## src/rtl/eccseq_pkg.sv

```systemverilog
// Shared types for the correction/scrub sequencer.
// Assumes: nothing beyond a 2-bit state encoding.
package eccseq_pkg;

    typedef enum logic [1:0] {
        ST_IDLE  = 2'd0,
        ST_FETCH = 2'd1,
        ST_LWAIT = 2'd2,
        ST_SCRUB = 2'd3
    } seq_state_t;

endpackage

```

## src/rtl/eccseq_gate.sv

```systemverilog
// Acceptance gate: decides whether a decoded block may be forwarded.
// Assumes: limit is already clamped to the code's random-error capacity.
module eccseq_gate #(
    parameter int CORR_W = 4
) (
    input  logic [CORR_W-1:0] corr_cnt,
    input  logic              uncorr,
    input  logic [CORR_W-1:0] limit,
    output logic              accept
);

    // Accept only a clean decode with few corrections.
    always_comb begin
        accept = !uncorr && (corr_cnt <= limit);
    end

endmodule

```

## src/rtl/eccseq_satcnt.sv

```systemverilog
// Saturating event counter: holds at all-ones instead of wrapping.
// Assumes: one increment per cycle at most.
module eccseq_satcnt #(
    parameter int W = 8
) (
    input  logic         clk,
    input  logic         rst_n,
    input  logic         inc,
    output logic [W-1:0] value
);

    localparam logic [W-1:0] TOP = '1;

    // Count events until the ceiling is reached.
    always_ff @(posedge clk) begin
        if (!rst_n) begin
            value <= '0;
        end else if (inc && (value != TOP)) begin
            value <= value + 1'b1;
        end
    end

endmodule

```

## src/rtl/eccseq_walker.sv

```systemverilog
// Scrub position walker: chip index runs fastest, word index slowest.
// Assumes: NUM_WORDS >= 2 and NUM_CHIPS >= 2; clear and step are never
// asserted together.
module eccseq_walker #(
    parameter int NUM_WORDS = 4,
    parameter int NUM_CHIPS = 9,
    parameter int WORD_W    = 2,
    parameter int CHIP_W    = 4
) (
    input  logic              clk,
    input  logic              rst_n,
    input  logic              clear,
    input  logic              step,
    output logic [WORD_W-1:0] word,
    output logic [CHIP_W-1:0] chip,
    output logic              last
);

    localparam logic [WORD_W-1:0] LAST_WORD = WORD_W'(NUM_WORDS - 1);
    localparam logic [CHIP_W-1:0] LAST_CHIP = CHIP_W'(NUM_CHIPS - 1);

    // Final pair of the walk.
    always_comb begin
        last = (word == LAST_WORD) && (chip == LAST_CHIP);
    end

    // Advance chip first, then word; wrap both at the end.
    always_ff @(posedge clk) begin
        if (!rst_n || clear) begin
            word <= '0;
            chip <= '0;
        end else if (step) begin
            if (chip == LAST_CHIP) begin
                chip <= '0;
                word <= (word == LAST_WORD) ? '0 : word + 1'b1;
            end else begin
                chip <= chip + 1'b1;
            end
        end
    end

endmodule

```

## src/rtl/ecc_fallback_seq.sv

```systemverilog
// Threshold-gated correction sequencer with boot scrub.
// Forwards lightly corrected blocks; sends every other outcome to a
// 36-fetch long-codeword fallback. On scrub_start it walks all long
// codewords, requesting erasure rebuild for failed data chips and parity
// recomputation for a failed parity chip.
// Assumes: the decoders answer through lw_valid/lw_uncorr, one result per
// request; the parity chip has the highest chip index.
module ecc_fallback_seq
    import eccseq_pkg::*;
#(
    parameter  int DATA_CHIPS     = 8,
    parameter  int CHECK_BYTES    = 8,
    parameter  int FETCH_BLOCKS   = 36,
    parameter  int NUM_WORDS      = 4,
    parameter  int CNT_W          = 8,
    parameter  int DEFAULT_THRESH = 2,
    localparam int CORR_W         = $clog2(CHECK_BYTES + 1),
    localparam int FIDX_W         = $clog2(FETCH_BLOCKS),
    localparam int WORD_W         = $clog2(NUM_WORDS),
    localparam int NUM_CHIPS      = DATA_CHIPS + 1,
    localparam int CHIP_W         = $clog2(NUM_CHIPS)
) (
    input  logic              clk,
    input  logic              rst_n,
    input  logic              cfg_we,
    input  logic [CORR_W-1:0] cfg_thresh,
    input  logic              rd_valid,
    output logic              rd_ready,
    input  logic [CORR_W-1:0] rd_corr_cnt,
    input  logic              rd_uncorr,
    output logic              fwd_valid,
    output logic              fetch_req,
    output logic [FIDX_W-1:0] fetch_idx,
    input  logic              fetch_gnt,
    input  logic              lw_valid,
    input  logic              lw_uncorr,
    output logic              fb_done,
    input  logic              scrub_start,
    output logic              scrub_req,
    output logic [WORD_W-1:0] scrub_word,
    output logic [CHIP_W-1:0] scrub_chip,
    output logic              erase_req,
    output logic [CHIP_W-1:0] erase_chip,
    output logic              parity_rebuild,
    output logic              scrub_done,
    output logic              busy,
    output logic [CNT_W-1:0]  fb_count,
    output logic [CNT_W-1:0]  fail_count
);

    localparam int                MAX_CORR   = CHECK_BYTES / 2;
    localparam logic [CORR_W-1:0] THR_CAP    = CORR_W'(MAX_CORR);
    localparam logic [CORR_W-1:0] THR_RESET  = CORR_W'(DEFAULT_THRESH);
    localparam logic [FIDX_W-1:0] FIDX_LAST  = FIDX_W'(FETCH_BLOCKS - 1);
    localparam logic [CHIP_W-1:0] PARITY_IDX = CHIP_W'(DATA_CHIPS);

    seq_state_t        state_q;
    logic [CORR_W-1:0] thr_q;
    logic [CORR_W-1:0] thr_d;
    logic [FIDX_W-1:0] fidx_q;
    logic              accept;
    logic              idle;
    logic              take_rd;
    logic              divert;
    logic              scrub_go;
    logic              scrub_step;
    logic              fail_hit;
    logic              walk_last;
    logic              fwd_q;
    logic              fbdone_q;
    logic              erase_q;
    logic [CHIP_W-1:0] echip_q;
    logic              prb_q;
    logic              sdone_q;

    eccseq_gate #(.CORR_W(CORR_W)) u_gate (
        .corr_cnt (rd_corr_cnt),
        .uncorr   (rd_uncorr),
        .limit    (thr_q),
        .accept   (accept)
    );

    eccseq_walker #(
        .NUM_WORDS (NUM_WORDS),
        .NUM_CHIPS (NUM_CHIPS),
        .WORD_W    (WORD_W),
        .CHIP_W    (CHIP_W)
    ) u_walk (
        .clk   (clk),
        .rst_n (rst_n),
        .clear (scrub_go),
        .step  (scrub_step),
        .word  (scrub_word),
        .chip  (scrub_chip),
        .last  (walk_last)
    );

    eccseq_satcnt #(.W(CNT_W)) u_fbcnt (
        .clk   (clk),
        .rst_n (rst_n),
        .inc   (divert),
        .value (fb_count)
    );

    eccseq_satcnt #(.W(CNT_W)) u_failcnt (
        .clk   (clk),
        .rst_n (rst_n),
        .inc   (fail_hit),
        .value (fail_count)
    );

    // Handshake and event decode.
    always_comb begin
        idle       = (state_q == ST_IDLE);
        rd_ready   = idle && !scrub_start;
        take_rd    = rd_valid && rd_ready;
        divert     = take_rd && !accept;
        scrub_go   = idle && scrub_start;
        scrub_step = (state_q == ST_SCRUB) && lw_valid;
        fail_hit   = scrub_step && lw_uncorr;
        thr_d      = (cfg_thresh > THR_CAP) ? THR_CAP : cfg_thresh;
    end

    // Threshold field, clamped on write.
    always_ff @(posedge clk) begin
        if (!rst_n) begin
            thr_q <= THR_RESET;
        end else if (cfg_we) begin
            thr_q <= thr_d;
        end
    end

    // Main sequencing state and fallback fetch index.
    always_ff @(posedge clk) begin
        if (!rst_n) begin
            state_q <= ST_IDLE;
            fidx_q  <= '0;
        end else begin
            unique case (state_q)
                ST_IDLE: begin
                    if (scrub_go) begin
                        state_q <= ST_SCRUB;
                    end else if (divert) begin
                        state_q <= ST_FETCH;
                        fidx_q  <= '0;
                    end
                end
                ST_FETCH: begin
                    if (fetch_gnt) begin
                        if (fidx_q == FIDX_LAST) begin
                            state_q <= ST_LWAIT;
                        end else begin
                            fidx_q <= fidx_q + 1'b1;
                        end
                    end
                end
                ST_LWAIT: begin
                    if (lw_valid) begin
                        state_q <= ST_IDLE;
                    end
                end
                ST_SCRUB: begin
                    if (scrub_step && walk_last) begin
                        state_q <= ST_IDLE;
                    end
                end
                default: state_q <= ST_IDLE;
            endcase
        end
    end

    // One-cycle result pulses.
    always_ff @(posedge clk) begin
        if (!rst_n) begin
            fwd_q    <= 1'b0;
            fbdone_q <= 1'b0;
            erase_q  <= 1'b0;
            echip_q  <= '0;
            prb_q    <= 1'b0;
            sdone_q  <= 1'b0;
        end else begin
            fwd_q    <= take_rd && accept;
            fbdone_q <= (state_q == ST_LWAIT) && lw_valid;
            erase_q  <= fail_hit && (scrub_chip != PARITY_IDX);
            prb_q    <= fail_hit && (scrub_chip == PARITY_IDX);
            sdone_q  <= scrub_step && walk_last;
            if (fail_hit && (scrub_chip != PARITY_IDX)) begin
                echip_q <= scrub_chip;
            end
        end
    end

    // Output mapping.
    always_comb begin
        busy           = !idle;
        fetch_req      = (state_q == ST_FETCH);
        fetch_idx      = fidx_q;
        scrub_req      = (state_q == ST_SCRUB);
        fwd_valid      = fwd_q;
        fb_done        = fbdone_q;
        erase_req      = erase_q;
        erase_chip     = echip_q;
        parity_rebuild = prb_q;
        scrub_done     = sdone_q;
    end

endmodule

```

## config.mk

```make
export PLATFORM = sky130hd
export DESIGN_NAME = ecc_fallback_seq
export DESIGN_NICKNAME = d
export VERILOG_FILES = /design/src/rtl/eccseq_pkg.sv /design/src/rtl/eccseq_gate.sv /design/src/rtl/eccseq_satcnt.sv /design/src/rtl/eccseq_walker.sv /design/src/rtl/ecc_fallback_seq.sv
export SDC_FILE = /design/constraint.sdc
export NUM_CORES = 1
export LEC_CHECK = 0
export ABC_AREA = 1
export BUFFER_PORTS_ARGS = -buffer_cell sky130_fd_sc_hd__clkbuf_2
export CORE_ASPECT_RATIO = 1.25
export CORE_MARGIN = 2
export CORE_UTILIZATION = 40
export DETAILED_ROUTE_END_ITERATION = 16
export SYNTH_ARGS = -nofsm -noshare
export SYNTH_HDL_FRONTEND = slang
export SYNTH_SLANG_ARGS = --single-unit
export TNS_END_PERCENT = 5
```

## constraint.sdc

```tcl
create_clock -name clk -period 2.8 [get_ports clk]
set_input_delay 0.28 -clock clk [delete_from_list [all_inputs] [get_ports clk]]
set_output_delay 0.28 -clock clk [all_outputs]
set_load 0.02 [all_outputs]
```

==> results of run 1 <==
==> flip-flops by register name (all words and copies together) (netlist names) <==
| register | cells |
|---|---|
| state_q | 2 |
| erase_chip | 4 |
| u_failcnt.value | 8 |
| thr_q | 4 |
| parity_rebuild | 1 |
| u_walk.word | 2 |
| fetch_idx | 6 |
| scrub_done | 1 |
| erase_req | 1 |
| u_fbcnt.value | 8 |
| fwd_valid | 1 |
| u_walk.chip | 4 |
| fb_done | 1 |
==> through the flow <==
step	util	total power [mW]	hold WS [ns]
final	0.493	1.60	0.185
after global routing	0.493	1.72	0.171
after CTS	0.493	1.63	0.175
after detailed placement	0.478	1.23	0.446
after global placement	0.478	1.23	0.442
after floorplan	-	1.10	0.359
==> cell type report <==
type	count	area share
Clock buffer	5	0.0260
Inverter	47	0.0671
Tap cell	64	0.0302
Timing Repair Buffer	58	0.111
Multi-Input combinational cell	207	0.435
Clock inverter	3	0.00567
Sequential cell	43	0.325
==> metal layers <==
layer	vias up	GRT usage	wire length, um
met1	919	0.208	2320
met4	0	0.0559	75
met5	-	0	0
met2	50	0.285	2270
met3	9	0.0405	238
li1	1101	-	-
==> synth_stat cells <==
library cell	n
o21bai_1	1
o211a_1	2
nand4_1	13
a211oi_1	2
nor3_1	7
o21a_1	2
nor2_8	1
clkinv_1	1
ha_1	10
nor2_1	34
nand3_4	1
a21oi_4	1
or2_4	1
nor4_1	2
nand2_4	3
nand2_2	3
nor2_4	2
inv_1	43
dfxtp_1	43
o21ai_0	16
clkinv_2	1
nand2_1	56
xor2_1	3
inv_2	2
o211ai_1	1
nand3_2	2
xnor2_1	3
a21oi_1	26
nand3_1	15
clkbuf_1	3
==> critical path: stages, from the launching register on <==
cell      delay [ns]
dfxtp_1         0.38
nor2_4          0.20
inv_2           0.06
or2_4           0.26
inv_1           0.10
clkbuf_2        0.17
==> cell families after synthesis <==
group | Yosys count | share of synthesized area
AOI/OAI and AO/OA | 51 | 0.132
xor gates and xnor gates | 6 | 0.0239
adders and majority gates | 10 | 0.0568
buffers and inverters | 50 | 0.0858
DFF | 43 | 0.391
and+or+nand+nor | 140 | 0.310
==> worst min-delay path by stage <==
stage	slack [ns]	cells past startpoint	endpoint	from
after CTS	0.18	2	thr_q[3]	cfg_we
after floorplan	0.36	1	thr_q[3]	cfg_we
after detailed placement	0.45	2	thr_q[3]	thr_q[3]
after global routing	0.17	2	thr_q[3]	cfg_we
after global placement	0.44	2	thr_q[3]	thr_q[3]
final	0.19	2	thr_q[3]	cfg_we
==> cells in the final DEF (no fill, tap or decap) <==
| master | n |
|---|---|
| clkbuf_2 | 57 |
| nand2_1 | 56 |
| inv_1 | 43 |
| dfxtp_1 | 43 |
| nor2_1 | 34 |
| a21oi_1 | 26 |
| o21ai_0 | 16 |
| nand3_1 | 15 |
| nand4_1 | 13 |
| ha_1 | 10 |
| nor3_1 | 7 |
| clkbuf_8 | 5 |
| clkinv_2 | 4 |
| xnor2_1 | 3 |
| nand2_4 | 3 |
| nand2_2 | 3 |
| xor2_1 | 3 |
| nor2_4 | 2 |
| inv_2 | 2 |
| nand3_2 | 2 |
| o211a_1 | 2 |
| o21a_1 | 2 |
| a211oi_1 | 2 |
| nor4_1 | 2 |
| or2_4 | 1 |
| a21oi_4 | 1 |
| clkinv_1 | 1 |
| nor2_8 | 1 |
| o21bai_1 | 1 |
| nand3_4 | 1 |
| o211ai_1 | 1 |
| buf_4 | 1 |
==> power groups by stage <==
stage,combinational (mW),clock (mW),sequential [mW]
6_report,0.514,0.386,0.703
5_1_grt,0.576,0.431,0.711
4_1_cts,0.518,0.405,0.702
3_5_place_dp,0.517,0,0.717
3_3_place_gp,0.513,0,0.716
2_1_floorplan,0.354,0,0.742
==> results_dict.tcl, run 1 <==
set metrics [dict create \
    syn_inst 300 \
    post-dp-hpwl_um 3710 \
    final_cells 427 \
    dp.cells 419 \
    synth_nets 327 \
    worstSetupPathType "reg2out" \
    maxCapViolations 0 \
    synth_seq_cells 43 \
    die_w_um 70.4 \
    synth_top_area_frac 0.391 \
    swShare 0.381 \
    timing.final.max_slew_violations 0 \
    drcViolationCount 0 \
    synthTopCellsByArea "dfxtp_1 39%, nand2_1 9.5%, inv_1 7.3%" \
    hold_class "in2reg" \
    antenna_found_initial 0 \
    totalWireLength_um 4910 \
    io-pin-count 58 \
    ant_nets 0 \
    drive_gt1_frac 0.229 \
    fin_skew_ns 0.00820 \
    crit_required_ns 2.52 \
    rr_worst_depth 11 \
    clock_sinks 43 \
    arrival_ns 1.48 \
    preCtsSetupSlack_ns 1.08 \
    setup_violations 0 \
    multi_input_area_um2 1150 \
    synthDistinctLibCells 30 \
    start_kind "register" \
    via_count 2079 \
    crit_end "rd_ready" \
    fill_cells 563 \
    tns_ns 0 \
    timing.rr.end "u_fbcnt.value[0]" \
    htree_num_levels 2 \
    power_density_nw_per_um2 605 \
    die_area_um2 6120 \
    clock_path_buffers 2 \
    slew_headroom 0.696 \
    seqPwrFrac 0.438 \
    portBuffers 57 \
    finalHoldViolCount 0 \
    r2r_start "thr_q[3]" \
    path_clk_slew_ns 0.09 \
    timing.fmax_ghz 0.570 \
    grt_use_total 0.168 \
    cp_max_fo 6 \
    synth.avg_cell_area_um2 7.34 \
    initial_core_util 0.410 \
    netlist_area_um2 2200 \
    grt_max_degree 21 \
    ys_seq_area_frac 0.391 \
    rsz0062_at_grt "false" \
    synth_area_leader_cell "dfxtp_1" \
    postCtsHoldBufs 0 \
    post-route-min-period_ns 1.76 \
    grt_pass1_vias 1921 \
    vdd_ir_drop_max_uv 355 \
    grt_pass1_wl_um 8390 \
    routabilityCongestion 0.802 \
    first_pass_iters 4 \
    core_um2 5370 \
    power.internal_mw 0.992 \
    r2r_slack_ns 1.11 \
    worstSetupStartpoint "state_q[1]" \
    cts.root.buffer_cell "clkbuf_8" \
    yosysWarnings 0 \
    power.share.clock 0.241 \
    tightest_slew_ns 0.457 \
    fp-row-count 30 \
    dr.first_iter.drc_count 93 \
    nNetsFinal 389 \
    area_growth_pct 20.2 \
    status "complete, no violations" \
    clk_latency_ns 0.30 \
    post_cts_resized 0 \
    place_area_um2 2560 \
    grt_overflow 0 \
    diodes 0 \
    cts_tree "built" \
    post-cts-setup-buffers 0 \
    fin_area_um2 2650 \
    numCtsBuffers 5 \
    p_leak_nw 1.31 \
    critPathCaptureType "output port" \
    layout_setup_ws_ns 1.04 \
    wl_per_cell_um 11.5 \
    die_h_um 87.0 \
    via_per_inst 4.87 \
    area.sequential_um2 861 \
    combPwrFrac 0.321 \
    finalCritPeriodShare 0.627 \
    power_switching_mw 0.611 \
]
Power figures use the tool's default switching activity.
==> run 2: changes to the inputs <==
--- a/config.mk
+++ b/config.mk
@@ -11,6 +11,7 @@
 export CORE_MARGIN = 2
 export CORE_UTILIZATION = 40
 export DETAILED_ROUTE_END_ITERATION = 16
+export PLACE_DENSITY = 0.66
 export SYNTH_ARGS = -nofsm -noshare
 export SYNTH_HDL_FRONTEND = slang
 export SYNTH_SLANG_ARGS = --single-unit
==> constraint.sdc (replaced) <==
create_clock -name clk -period 1.5 [get_ports clk]
set_input_delay 0.15 -clock clk [delete_from_list [all_inputs] [get_ports clk]]
set_output_delay 0.15 -clock clk [all_outputs]
set_load 0.02 [all_outputs]
==> run 2 against run 1 <==
The run now ends with setup timing left. Combinational power increased by 120%. Register-to-register slack got worse by 1.2 ns. Clock-buffer cell count increased by 1. Non-clock buffer count increased by 31. Sequential share of layout area decreased by 3.3 points. Sequential power increased by 85%. Global-route usage increased by 0.73 points. Routed wire length increased by 5.0%. Clock skew decreased by 0.0036 ns. Largest power group unchanged.
==> results_dict.tcl, run 2 (synthesis gave the netlist of run 1 again) <==
set metrics [dict create \
    timing.rr.end "fetch_idx[0]" \
    cts.root.buffer_cell "clkbuf_8" \
    ant_nets 0 \
    via_per_inst 4.86 \
    crit_required_ns 1.69 \
    failed_checks "setup timing" \
    start_kind "register" \
    grt_max_degree 20 \
    initial_core_util 0.410 \
    die_area_um2 6120 \
    htree_num_levels 2 \
    numCtsBuffers 5 \
    grt_overflow 0 \
    die_h_um 87.0 \
    critPathCaptureType "register" \
    worstSetupStartpoint "thr_q[3]" \
    layout_setup_ws_ns -0.0564 \
    fp-row-count 30 \
    first_pass_iters 4 \
    path_common_cell "nand2_4" \
    wl_per_cell_um 11.3 \
    r2r_slack_ns -0.06 \
    tightest_slew_ns 0.441 \
    grt_pass1_wl_um 8690 \
    io-pin-count 58 \
    hold_class "in2reg" \
    clock_path_buffers 2 \
    drcViolationCount 0 \
    rr_worst_depth 13 \
    cp_max_fo 7 \
    drive_gt1_frac 0.344 \
    cpLargestDelayFamily "simple AND/OR/NAND/NOR gates" \
    hold_depth 2 \
    finalCritPeriodShare 1.04 \
    antenna_found_initial 0 \
    min_to "thr_q[3]" \
    die_w_um 70.4 \
    timing.final.max_slew_violations 0 \
    path_clk_slew_ns 0.08 \
    portBuffers 57 \
    r2r_start "thr_q[3]" \
    post-dp-hpwl_um 3930 \
    grt_use_total 0.175 \
    dp.cells 449 \
    final_cells 457 \
    core_um2 5370 \
    fin_skew_ns 0.00458 \
    nNetsFinal 420 \
    via_count 2220 \
    arrival_ns 1.74 \
    setup_violations 10 \
    vdd_ir_drop_max_uv 685 \
    clock_sinks 43 \
    post-route-min-period_ns 1.56 \
    slew_headroom 0.705 \
    preCtsSetupSlack_ns -0.128 \
    layout_commonest_cell "clkbuf_2" \
    maxCapViolations 0 \
    grt_pass1_vias 2139 \
    routabilityCongestion 0.779 \
    area_growth_pct 35.2 \
    clk_latency_ns 0.29 \
    crit_chain "inv_2 -> ha_4 -> nand2_2 -> inv_2 -> nand2_1 -> nand2_1 -> nand2_2 -> nand2_4 -> nand2_4 -> nand2_4 -> nand3_4 -> nor2_1 -> nor2_1" \
    final_cell_mix "57 x clkbuf_2, 50 x nand2_1, 38 x inv_1, 38 x dfxtp_1, 32 x buf_4" \
    rsz0062_at_grt "true" \
    power_density_nw_per_um2 1120 \
    slowest_delay_ns 0.33 \
    crit_buf_inv 2 \
    finalHoldViolCount 0 \
    totalWireLength_um 5150 \
    timing.fmax_ghz 0.643 \
    p_leak_nw 1.47 \
    dr.first_iter.drc_count 104 \
    worstSetupPathType "reg2reg" \
    hp-start "cfg_we" \
    diodes 0 \
    slowest_stage "dfxtp_2" \
    cts_tree "built" \
    status "finished with violations" \
]
==> run 2: cell count changes in the layout (fill, tap and decap cells not counted), sizes merged <==
| cell | previous run | this run |
|---|---|---|
| buf | 1 | 32 |
| clkinv | 5 | 2 |
| bufinv | 0 | 1 |
| clkbuf | 62 | 63 |
==> run 2: worst max path at each step <==
| stage | to | slack, ns | cells past startpoint |
|---|---|---|---|
| 2_1_floorplan | state_q[0] | -0.03 | 9 |
| 3_3_place_gp | u_fbcnt.value[6] | -0.08 | 10 |
| 3_5_place_dp | u_fbcnt.value[0] | -0.13 | 11 |
| 4_1_cts | fetch_idx[2] | -0.05 | 14 |
| 5_1_grt | fetch_idx[2] | -0.18 | 14 |
| 6_report | fetch_idx[0] | -0.06 | 13 |
==> run 2: report_power, final <==
part,leakage [nW],switching [mW],internal (mW)
sequential,0.350,0.0748,1.23
clock,0.0513,0.376,0.488
combinational,1.07,0.716,0.437
==> run 2: metal layers <==
layer / vias up / global-route usage / part of all wire
li1: 1165 / - / -
met1: 1001 / 0.195 / 0.43
met3: 7 / 0.0289 / 0.041
met5: - / 0 / 0
met4: 0 / 0.0647 / 0.013
met2: 47 / 0.331 / 0.51
==> run 2: repair_timing <==
action	in CTS	in global routing
setup buffers	1	0
endpoints found under the setup margin	18	26
resized for setup	7	16
hold endpoints to repair	0	0
hold buffers	0	0
pin swaps	4	9
==> run 2: cell type report <==
class / instances / area (um2)
well taps: 64 / 80.1
flip-flops and latches: 43 / 870
multi-input cells: 207 / 1220
clock inverters: 1 / 30.0
inverters: 47 / 178
fillers: 523 / 2390
repair buffers: 89 / 526
clock buffers: 6 / 72.6
==> run 2: metrics by stage <==
stage,power [mW],utilization,hold WS (ns),TNS [ns],cell area (um2)
2_1_floorplan,2.05,-,0.229,-0.0626,2210
3_3_place_gp,2.40,0.520,0.358,-0.735,2790
3_5_place_dp,2.42,0.520,0.356,-1.43,2790
4_1_cts,3.31,0.547,0.0395,-0.307,2940
5_1_grt,3.54,0.555,0.0436,-1.99,2980
6_report,3.32,0.555,0.0559,-0.299,2980
==> run 3: changes to the inputs <==
--- a/config.mk
+++ b/config.mk
@@ -7,11 +7,12 @@
 export LEC_CHECK = 0
 export ABC_AREA = 1
 export BUFFER_PORTS_ARGS = -buffer_cell sky130_fd_sc_hd__clkbuf_2
+export CAP_MARGIN = 20
 export CORE_ASPECT_RATIO = 1.25
 export CORE_MARGIN = 2
 export CORE_UTILIZATION = 40
 export DETAILED_ROUTE_END_ITERATION = 16
-export PLACE_DENSITY = 0.66
+export PLACE_DENSITY_LB_ADDON = 0.15
 export SYNTH_ARGS = -nofsm -noshare
 export SYNTH_HDL_FRONTEND = slang
 export SYNTH_SLANG_ARGS = --single-unit
==> run 3 against run 2 <==
The flow still finishes with violations (setup timing). Highest routed layer unchanged. Clock power down 15%. Routed wire length up 5.7%. Largest power group unchanged. Combinational power up 10%. Worst hold slack better by 0.0051 ns. Flip-flop and latch count unchanged.
==> results_dict.tcl, run 3 (synthesis gave the netlist of run 1 again) <==
set metrics [dict create \
    htree_num_levels 2 \
    core_um2 5370 \
    p_leak_nw 1.53 \
    fin_skew_ns 0.00910 \
    portBuffers 57 \
    seqPwrFrac 0.395 \
    wl_per_cell_um 11.5 \
    antenna_found_initial 0 \
    diodes 0 \
    hold_depth 2 \
    final_util 0.575 \
    via_count 2276 \
    timing.final.max_slew_violations 0 \
    status "finished with violations" \
    clock_path_buffers 2 \
    path_clk_slew_ns 0.09 \
    power.internal_mw 2.05 \
    r2r_slack_ns -0.04 \
    hold_class "in2reg" \
    r2r_start "thr_q[1]" \
    clock_sinks 43 \
    via_per_inst 4.82 \
    fp-row-count 30 \
    rsz0062_at_grt "true" \
    area_growth_pct 40.2 \
    fin_area_um2 3090 \
    maxCapViolations 0 \
    power_switching_mw 1.25 \
    grt_overflow 0 \
    grt_pass1_vias 2125 \
    dr.first_iter.drc_count 96 \
    min_to "thr_q[3]" \
    drive_gt1_frac 0.377 \
    layout_setup_ws_ns -0.0402 \
    grt_pass1_wl_um 9040 \
    drcViolationCount 0 \
    cp_max_fo 7 \
    die_area_um2 6120 \
    cts.root.buffer_cell "clkbuf_8" \
    cts_tree "built" \
    slew_headroom 0.728 \
    timing.fmax_ghz 0.649 \
    die_h_um 87.0 \
    finalHoldViolCount 0 \
    layout_commonest_cell "clkbuf_2" \
    critPathCaptureType "register" \
    start_kind "register" \
    timing.rr.end "fetch_idx[2]" \
    hp-start "cfg_we" \
    power.share.clock 0.221 \
    totalWireLength_um 5450 \
    clk_latency_ns 0.30 \
    failed_checks "setup timing" \
    tightest_slew_ns 0.406 \
    worstSetupPathType "reg2reg" \
    combPwrFrac 0.384 \
    crit_required_ns 1.74 \
    post-route-min-period_ns 1.54 \
    total_power_mw 3.31 \
    ant_nets 0 \
    grt_use_total 0.180 \
    arrival_ns 1.78 \
    post-dp-hpwl_um 4060 \
    initial_core_util 0.410 \
    numCtsBuffers 5 \
    vdd_ir_drop_max_uv 648 \
    preCtsSetupSlack_ns -0.134 \
    io-pin-count 58 \
    swShare 0.379 \
    nNetsFinal 434 \
    grt_max_degree 20 \
    first_pass_iters 4 \
    routabilityCongestion 0.794 \
    rr_worst_depth 12 \
    die_w_um 70.4 \
    setup_violations 8 \
    postCtsHoldBufs 0 \
    place_area_um2 2860 \
    power_density_nw_per_um2 1070 \
    finalCritPeriodShare 1.03 \
    final_cell_mix "56 x clkbuf_2, 49 x nand2_1, 47 x buf_4" \
]
run 3: area by class of cell:
class	instances	area, um2
clock buffer	5	68.8
clock inverter	3	15.0
tap	64	80.1
sequential	43	870
fill	531	2280
multi-input combinational	207	1240
timing repair buffer	103	633
inverter	47	178
run 3: metrics by stage:
stage | hold slack (ns) | TNS, ns | instances
after global placement | 0.363 | -0.869 | 458
final | 0.0609 | -0.246 | 472
after floorplan | 0.229 | -0.0626 | 300
after CTS | 0.0517 | -0.593 | 467
after detailed placement | 0.370 | -1.56 | 458
after global routing | 0.0642 | -1.86 | 472
run 3: worst max-delay path: stages (launching register included):
cell     delay (ns)
dfxtp_2        0.33
inv_2          0.04
ha_4           0.23
buf_4          0.12
nand3_1        0.09
nand2_2        0.07
nand2_4        0.10
nand2_4        0.08
nand2_8        0.09
nand3_4        0.12
nand2_2        0.11
inv_2          0.03
nor2_1         0.06
run 3: power by group through the flow:
stage	combinational, mW	sequential (mW)	clock [mW]
6_report	1.27	1.30	0.732
3_3_place_gp	1.12	1.32	0
4_1_cts	1.16	1.30	0.764
5_1_grt	1.43	1.32	0.790
2_1_floorplan	0.665	1.39	0
3_5_place_dp	1.14	1.32	0
run 3: repair_timing:
item                       CTS  global route
cloned                       0             0
pin swaps                    3            16
setup buffers                1             5
resized for setup            5            25
setup endpoints to repair   18            22
run 3: worst max-delay path by stage:
stage               cells past startpoint  slack [ns]           start               end
detailed placement                     13       -0.13        thr_q[3]      fetch_idx[0]
global placement                       10        -0.1        thr_q[3]  u_fbcnt.value[6]
CTS                                    13       -0.09        thr_q[2]      fetch_idx[0]
floorplan                               9       -0.03  u_walk.chip[0]        state_q[0]
finish                                 12       -0.04        thr_q[1]      fetch_idx[2]
global route                           14       -0.17        thr_q[3]      fetch_idx[3]
run 3: layer usage:
layer / vias to the layer above / global-route usage / share of wire
met3: 6 / 0.0417 / 0.048
met5: - / 0 / 0
met2: 45 / 0.314 / 0.51
met1: 1032 / 0.217 / 0.43
li1: 1193 / - / -
met4: 0 / 0.0647 / 0.014
